==> config.mk <==
export PLATFORM = sky130hd
export DESIGN_NAME = dtimer_chan
export DESIGN_NICKNAME = d
export VERILOG_FILES = /design/src/rtl/dtimer_pkg.sv /design/src/rtl/dtimer_sync_edge.sv /design/src/rtl/dtimer_div_stage.sv /design/src/rtl/dtimer_counter.sv /design/src/rtl/dtimer_chan.sv
export SDC_FILE = /design/constraint.sdc
export NUM_CORES = 1
export LEC_CHECK = 0
export CAP_MARGIN = 25
export CORE_ASPECT_RATIO = 1.25
export CORE_MARGIN = 5
export CORE_UTILIZATION = 50
export DETAILED_ROUTE_END_ITERATION = 10
export PLACE_DENSITY = 0.76
export SYNTH_ARGS = -nofsm -noshare
export SYNTH_HDL_FRONTEND = slang
export SYNTH_SLANG_ARGS = --single-unit
export TNS_END_PERCENT = 30
==> constraint.sdc <==
create_clock -name clk -period 2.2 [get_ports clk]
set_input_delay 0.66 -clock clk [delete_from_list [all_inputs] [get_ports clk]]
set_output_delay 0.66 -clock clk [all_outputs]
set_load 0.01 [all_outputs]
==> src/rtl/dtimer_pkg.sv <==
package dtimer_pkg;
  localparam int DT_CNT_W = 16;
  localparam int DT_SYS_W = 4;
  localparam int DT_PRE_W = 8;

  localparam int FLG_ZERO = 0;
  localparam int FLG_ENA  = 1;
  localparam int FLG_DIS  = 2;
  localparam int FLG_N    = 3;

  typedef enum logic {SRC_FAST = 1'b0, SRC_SLOW = 1'b1} src_e;
endpackage

==> src/rtl/dtimer_sync_edge.sv <==
module dtimer_sync_edge #(
  parameter int STAGES = 2
) (
  input  logic clk,
  input  logic rst,
  input  logic async_in,
  output logic rise_pulse
);
  logic [STAGES:0] sh;

  always_ff @(posedge clk) begin
    if (rst) sh <= '0;
    else     sh <= {sh[STAGES-1:0], async_in};
  end

  assign rise_pulse = sh[STAGES-1] & ~sh[STAGES];
endmodule

==> src/rtl/dtimer_div_stage.sv <==
module dtimer_div_stage #(
  parameter int W = 8
) (
  input  logic         clk,
  input  logic         rst,
  input  logic         run,
  input  logic         in_pulse,
  input  logic [W-1:0] div,
  output logic         out_pulse
);
  logic [W-1:0] cnt;

  always_ff @(posedge clk) begin
    if (rst || !run) begin
      cnt       <= '0;
      out_pulse <= 1'b0;
    end else begin
      out_pulse <= 1'b0;
      if (in_pulse) begin
        if (cnt >= div) begin
          cnt       <= '0;
          out_pulse <= 1'b1;
        end else begin
          cnt <= cnt + 1'b1;
        end
      end
    end
  end
endmodule

==> src/rtl/dtimer_counter.sv <==
module dtimer_counter #(
  parameter int CNT_W = 16
) (
  input  logic             clk,
  input  logic             rst,
  input  logic             run,
  input  logic             tick,
  input  logic             autorel,
  input  logic             load_we,
  input  logic [CNT_W-1:0] load_data,
  output logic [CNT_W-1:0] count,
  output logic             zero_evt
);
  localparam logic [CNT_W-1:0] ONE = {{(CNT_W-1){1'b0}}, 1'b1};

  logic [CNT_W-1:0] reload_val;

  always_ff @(posedge clk) begin
    if (rst) begin
      count      <= '0;
      reload_val <= '0;
      zero_evt   <= 1'b0;
    end else begin
      zero_evt <= 1'b0;
      if (!run && load_we) begin
        reload_val <= load_data;
        count      <= load_data;
      end else if (run && tick && count != '0) begin
        if (count == ONE) begin
          count    <= autorel ? reload_val : '0;
          zero_evt <= 1'b1;
        end else begin
          count <= count - ONE;
        end
      end
    end
  end
endmodule

==> src/rtl/dtimer_chan.sv <==
module dtimer_chan
  import dtimer_pkg::*;
#(
  parameter int CNT_W = DT_CNT_W,
  parameter int SYS_W = DT_SYS_W,
  parameter int PRE_W = DT_PRE_W,
  parameter int SYNC_STAGES = 2
) (
  input  logic             clk,
  input  logic             rst,
  input  logic             lf_clk,
  input  logic             load_we,
  input  logic [CNT_W-1:0] load_data,
  input  logic             cfg_we,
  input  logic             cfg_slow,
  input  logic [SYS_W-1:0] cfg_sysdiv,
  input  logic [PRE_W-1:0] cfg_pre,
  input  logic             cfg_autorel,
  input  logic             en_req,
  input  logic             dis_req,
  input  logic [FLG_N-1:0] flag_clr,
  output logic             enabled,
  output logic [CNT_W-1:0] count,
  output logic             zero_flag,
  output logic             en_ack,
  output logic             dis_ack,
  output logic             irq
);
  src_e             src_q;
  logic [SYS_W-1:0] sysdiv_q;
  logic [PRE_W-1:0] pre_q;
  logic             autorel_q;
  logic             en_q, dis_q, run;
  logic             lf_rise, stage1_tick, stage2_in, tick, zero_evt;
  logic [FLG_N-1:0] flags_q, flags_set, flags_nxt;

  always_ff @(posedge clk) begin
    if (rst) begin
      src_q     <= SRC_FAST;
      sysdiv_q  <= '0;
      pre_q     <= '0;
      autorel_q <= 1'b0;
    end else if (cfg_we) begin
      src_q     <= src_e'(cfg_slow);
      sysdiv_q  <= cfg_sysdiv;
      pre_q     <= cfg_pre;
      autorel_q <= cfg_autorel;
    end
  end

  always_ff @(posedge clk) begin
    if (rst) begin
      en_q  <= 1'b0;
      dis_q <= 1'b0;
      run   <= 1'b0;
    end else begin
      en_q  <= en_req;
      dis_q <= dis_req;
      if (dis_q)     run <= 1'b0;
      else if (en_q) run <= 1'b1;
    end
  end

  dtimer_sync_edge #(.STAGES(SYNC_STAGES)) u_sync (
    .clk(clk), .rst(rst), .async_in(lf_clk), .rise_pulse(lf_rise)
  );

  dtimer_div_stage #(.W(SYS_W)) u_sysdiv (
    .clk(clk), .rst(rst), .run(run), .in_pulse(src_q == SRC_FAST),
    .div(sysdiv_q), .out_pulse(stage1_tick)
  );

  assign stage2_in = (src_q == SRC_SLOW) ? lf_rise : stage1_tick;

  dtimer_div_stage #(.W(PRE_W)) u_prediv (
    .clk(clk), .rst(rst), .run(run), .in_pulse(stage2_in),
    .div(pre_q), .out_pulse(tick)
  );

  dtimer_counter #(.CNT_W(CNT_W)) u_cnt (
    .clk(clk), .rst(rst), .run(run), .tick(tick), .autorel(autorel_q),
    .load_we(load_we), .load_data(load_data), .count(count), .zero_evt(zero_evt)
  );

  always_comb begin
    flags_set           = '0;
    flags_set[FLG_ZERO] = zero_evt;
    flags_set[FLG_ENA]  = en_q & ~dis_q;
    flags_set[FLG_DIS]  = dis_q;
    flags_nxt           = (flags_q & ~flag_clr) | flags_set;
  end

  always_ff @(posedge clk) begin
    if (rst) begin
      flags_q <= '0;
      irq     <= 1'b0;
    end else begin
      flags_q <= flags_nxt;
      irq     <= |flags_nxt;
    end
  end

  assign enabled   = run;
  assign zero_flag = flags_q[FLG_ZERO];
  assign en_ack    = flags_q[FLG_ENA];
  assign dis_ack   = flags_q[FLG_DIS];
endmodule

Word-level counts from Yosys, hierarchy flattened
Index checks and enable logic that the tools add are counted.
{"block": "word_totals", "reg_bits": 71, "in_bits": 40, "output_inout_bits": 21, "elab_cells": 54}
{"block": "classes", "n_addsub": 3, "magnitude_cmp": 2, "n_eq_ne": 1, "n_mux": 10, "n_bitwise": 9, "n_reduce_logical": 12}
{"op": "two-way mux 16 bit", "count": 4}
{"op": "equality test 16 x 1 -> 1 bit (second input constant)", "count": 1}
{"op": "nonzero test 16 bit", "count": 1}
{"op": "subtractor 16 x 1 -> 16 bit (second input constant)", "count": 1}
{"op": "adder 8 x 1 -> 8 bit (second input constant)", "count": 1}
{"op": ">= comparator 8 bit", "count": 1}
{"op": "two-way mux 8 bit", "count": 1}
{"op": "OR reduction 2 bit", "count": 3}
{"op": "OR reduction 3 bit", "count": 2}
{"op": "adder 4 x 1 -> 4 bit (second input constant)", "count": 1}
{"op": ">= comparator 4 bit", "count": 1}
{"op": "two-way mux 1 bit", "count": 4}
{"op": "two-way mux 4 bit", "count": 1}
{"op": "NOT 1 bit", "count": 4}
{"op": "AND 3 bit", "count": 1}
{"op": "logical AND 1 bit", "count": 3}
{"op": "NOT 3 bit", "count": 1}
{"op": "OR 3 bit", "count": 1}
{"op": "AND 1 bit", "count": 2}
{"op": "nonzero test 2 bit", "count": 1}
{"op": "logical NOT 1 bit", "count": 1}
{"op": "logical OR 1 bit", "count": 1}

Longest topological paths before layout
Gate-level depths: netlist (run 1).
{"block": "logic_depth", "word_depth": 5, "ltp_mapped": 9, "depth_no_buf": 8}

Cells and area by module
Synthesis (run 1) repeated with hierarchy kept, for this count alone.
{"block": "hier_totals", "hier_cells": 411, "hier_area_um2": 3684.8}
{"module": "dtimer_counter", "n_inst": 1, "cells_per_inst": 234, "area_each_um2": 1881.8, "seq_area_each_um2": 660.6}
{"module": "dtimer_chan", "n_inst": 1, "cells_per_inst": 69, "area_each_um2": 742.0, "seq_area_each_um2": 420.4}
{"module": "dtimer_div_stage (u_prediv)", "n_inst": 1, "cells_per_inst": 64, "area_each_um2": 624.3, "seq_area_each_um2": 180.2}
{"module": "dtimer_div_stage (u_sysdiv)", "n_inst": 1, "cells_per_inst": 37, "area_each_um2": 349.1, "seq_area_each_um2": 100.1}
{"module": "dtimer_sync_edge", "n_inst": 1, "cells_per_inst": 7, "area_each_um2": 87.6, "seq_area_each_um2": 60.1}

Worst setup path before layout (run 1)
No wires, ideal clock.
{"block": "synth_timing", "kind": "register -> register", "startpoint": "register u_cnt.count[0]", "endpoint": "register u_cnt.count[10]", "setup_ns": 0.133, "arrival_ns": 1.875, "required_time_ns": 2.067, "slack_ns": 0.191, "path_stages_with_launch": 9, "n_path_buf": 1, "period_less_slack_ns": 2.009, "cell_sequence": "dfxtp_1 > inv_1 > ha_1 > nor4b_2 > and4_1 > or2_2 > buf_2 > a311oi_1 > a311oi_1"}
{"block": "synth_between", "elab_chain_len": 4, "elab_cells_between_ends": 8, "classes_between": "add/sub: 1; eq/ne: 1; mux: 3; reduce/logical: 3"}
{"element": "from (decl)", "line_no": "dtimer_counter.sv:11", "text": "output logic [CNT_W-1:0] count,"}
{"element": "from (signal assigned)", "line_no": "dtimer_counter.sv:27", "text": "count <= load_data;"}
{"element": "from (signal assigned)", "line_no": "dtimer_counter.sv:30", "text": "count <= autorel ? reload_val : '0;"}
{"element": "from (signal assigned)", "line_no": "dtimer_counter.sv:33", "text": "count <= count - ONE;"}
{"element": "subtractor 16 x 1 -> 16 bit or equality test 16 x 1 -> 1 bit (tied branches)", "line_no": "dtimer_counter.sv:33, dtimer_counter.sv:29"}
{"element": "two-way mux 16 bit", "line_no": "dtimer_counter.sv:29", "text": "if (count == ONE) begin"}
{"element": "two-way mux 16 bit", "line_no": "dtimer_counter.sv:28", "text": "end else if (run && tick && count != '0) begin"}
{"element": "two-way mux 16 bit", "line_no": "dtimer_counter.sv:25", "text": "if (!run && load_we) begin"}
Several ways; a longest one is shown, not always the timed one. The select of a mux whose other input is x is not followed.
A chain may end at the register's enable or synchronous reset.

Worst setup path after layout (run 1)
{"block": "layout_timing", "startpoint": "register u_cnt.count[10]", "endpoint": "output count[10]"}
{"element": "to (decl)", "line_no": "dtimer_chan.sv:23", "text": "output logic [CNT_W-1:0] count,"}
No word-level cell between the ends.

==> results of run 1 <==
[worst reg2reg max path, cell delays in order (launching register included)]
cell,delay [ps]
dfxtp_1,410
nor4_4,400
nand2_2,120
and4bb_4,420
a31oi_1,110
a221o_1,400
a21oi_1,140
[metal layers]
| metal | GRT usage (%) | vias up |
|---|---|---|
| met2 | 37.0 | 98 |
| met3 | 5.28 | 20 |
| li1 | - | 1568 |
| met5 | 0 | - |
| met4 | 10.6 | 0 |
| met1 | 21.3 | 1472 |
[what timing repair did]
action,4_1_cts,5_1_grt
hold buffers,0,0
endpoints found under the setup margin,0,9
gates resized for setup,0,6
[logic make-up (layout without fill, tap and decap cells)]
family	after synthesis	count (layout)
AO/OA/AOI/OAI	84	84
XOR/XNOR	17	17
adder cells (fa/ha/maj)	16	16
buffers and inverters	41	112
flip-flops	71	71
multiplexers	16	16
AND/OR/NAND/NOR	171	171
[registers in the layout, indices dropped and copies added (netlist names), 3 cells and up]
register          cells
u_cnt.count          16
u_cnt.reload_val     16
pre_q                 8
u_prediv.cnt          8
sysdiv_q              4
u_sysdiv.cnt          4
flags_q               3
u_sync.sh             3
[cell usage after synthesis, types with 10 or more instances]
cell type and count:
nand2_1 53, nor2_1 57, a21oi_1 35, mux2i_1 16, ha_1 16, nor3_1 10, clkbuf_1 11, nor2b_1 10
o21ai_0 14, dfxtp_1 71, inv_1 19
[layout make-up]
class	instances	area share [%]
multi-input combinational	304	41.9
timing repair buffer	77	17.4
tap	87	2.44
sequential	71	31.9
clock inverter	5	1.85
clock buffer	11	2.95
inverter	19	1.60
[final timing paths]
path,start,end,depth (start not counted)
hold reg to reg,dis_q$_SDFF_PP0_,enabled$_SDFFE_PP0P_,1
hold / removal,dis_q$_SDFF_PP0_,enabled$_SDFFE_PP0P_,1
setup / recovery,u_cnt.count[10]$_SDFFE_PP0P_,count[10],1
setup reg to reg,u_cnt.count[9]$_SDFFE_PP0P_,u_cnt.count[5]$_SDFFE_PP0P_,6
[stage by stage]
stage / hold WS (ps) / setup TNS [ps] / instance area [um^2]
after floorplan: 414 / 0 / 3440
after global placement: 430 / 0 / 4220
after detailed placement: 434 / 0 / 4220
after CTS: 443 / 0 / 4440
after global routing: 465 / -0.846 / 4450
final: 437 / 0 / 4450
[where the power goes]
group          internal [mW]  leakage [nW]  switching [mW]
Clock                  0.642         0.107           0.500
Combinational          0.263          1.07           0.235
Sequential              1.35         0.583          0.0623
Total                   2.25          1.76           0.798
==> run metrics, run 1 <==
dpl ws=96.9 ps; Post-Route M1 WL=3.28 mm; htree depth=3; Arr. time, crit path=1490 ps; Synth Warn #=0; number of buffers created by CTS=9; GRT Util Overall=20.2%; slowest cell on the critical path=clkdlybuf4s50_1; CP max stage delay=630 ps; clock sinks=71; Antenna diodes=0; area of the multi-input gates=1870 um^2; Post-CTS Setup Bufs=0; number of iterations in the first detailed-routing pass=4; Min Clock Period, post-route=2150 ps; Distinct cells, synth=47; share of layout cells above drive strength 1=8.83%; final std cells w/o fill=574; RePlAce Congestion=0.857; Hold Fails Final Rpt=0; wirelength, routed=8.35 mm; RSZ-0062 raised after global routing=true; period utilization=97.6%; post-synthesis register bit count=71; met2 WL=4.43 mm; total core area=6650 um^2; Setup crit end kind=output port; die area=8640 um^2; HP Class=flop to flop; DP Cell Count=558; simple-gate share of the synthesized area=23.9%; Max Freq=466 MHz; Mapped Cells=416; largest family of logic cells by synthesized area=simple AND/OR/NAND/NOR gates; Worst Setup Slack, final=52.0 ps; HPWL Detailed=6.05 mm; CTS max path bufs=2; register area share after synthesis=41.4%; FF/Latch Area=1420 um^2; CP top delay family=buffers and inverters; post-layout util=67.0%; Final Net Count=538; top post-synthesis cells by area=dfxtp_1 41%, nor2_1 6.2%, ha_1 5.8%; ys flop type=dfxtp_1; final setup violation count=0; compound-gate portion of the synthesized area=15.1%; Synth area leader=dfxtp_1; Die Height=103 um; final setup skew=9.52 ps; XOR/XNOR share of the synthesized area=4.33%; Residual DRC=0; IO Pins=61; initial antenna violation count=0; first-pass GRT wire length=14.0 mm; peak supply drop=0.000461 V; Port Buf Inserts=60; GR Overflow Total=0; DR vias=3158; Max-Cap Viols=0; leakage=1.76 nW; Syn Area/Cell=8.26 um^2; Critical Path Start Type=flop; Post-synth ARST share=0%; Worst Tran Pin Value=672 ps; Worst Path Required=1540 ps; fill count=578; cell area after synthesis=3440 um^2; crit-path cells=clkdlybuf4s50_1; Crit Path Max Fanout=7; detailed-routed wire length on met3=439 um; count of pins over their slew limit=0; syn nets=472; Yosys top cell area share=41.4%; TritonCTS clock tree=done; post-DR vias/cell=5.50; clk_lat worst skew=340 ps; Die Wd=84.1 um; FP Rows=33; DRT iter0 DRCs=115; critical path buffer and inverter count=1; per-cell routed wire length=14.5 um; Setup CP Type=flop to output port; reg2reg setup slack=140 ps; Tot Pwr=3.05 mW; Worst-path clk slew=80 ps; number of flops mapped to enable cells by yosys=0; Power Density=685 nW/um^2; status=finished clean; layout overhead on the synthesized area=29.6%; largest net degree at the start of global routing=41; clk root buf=clkbuf_8; initial cell density of the core=51.7%; vias in the first global route=3136; adder-cell share of the synthesized area=5.83%; relative slew slack=55.2%; most frequent cells in the layout=71 x dfxtp_1, 59 x clkdlybuf4s50_1, 57 x nor2_1; max layer used=met4; Post-DRT Antenna Nets=0; most common cell after layout, fill and taps aside=dfxtp_1; post-synthesis mux area share=4.66%
Power figures use the tool's default switching activity.
==> inputs of run 2 (changes only) <==
--- a/config.mk
+++ b/config.mk
@@ -11,6 +11,7 @@
 export CORE_UTILIZATION = 50
 export DETAILED_ROUTE_END_ITERATION = 10
 export PLACE_DENSITY = 0.76
+export SKIP_CTS_REPAIR_TIMING = 1
 export SYNTH_ARGS = -nofsm -noshare
 export SYNTH_HDL_FRONTEND = slang
 export SYNTH_SLANG_ARGS = --single-unit
==> results of run 2 <==
Final layout, timing and power as in run 1 (identical DEF).
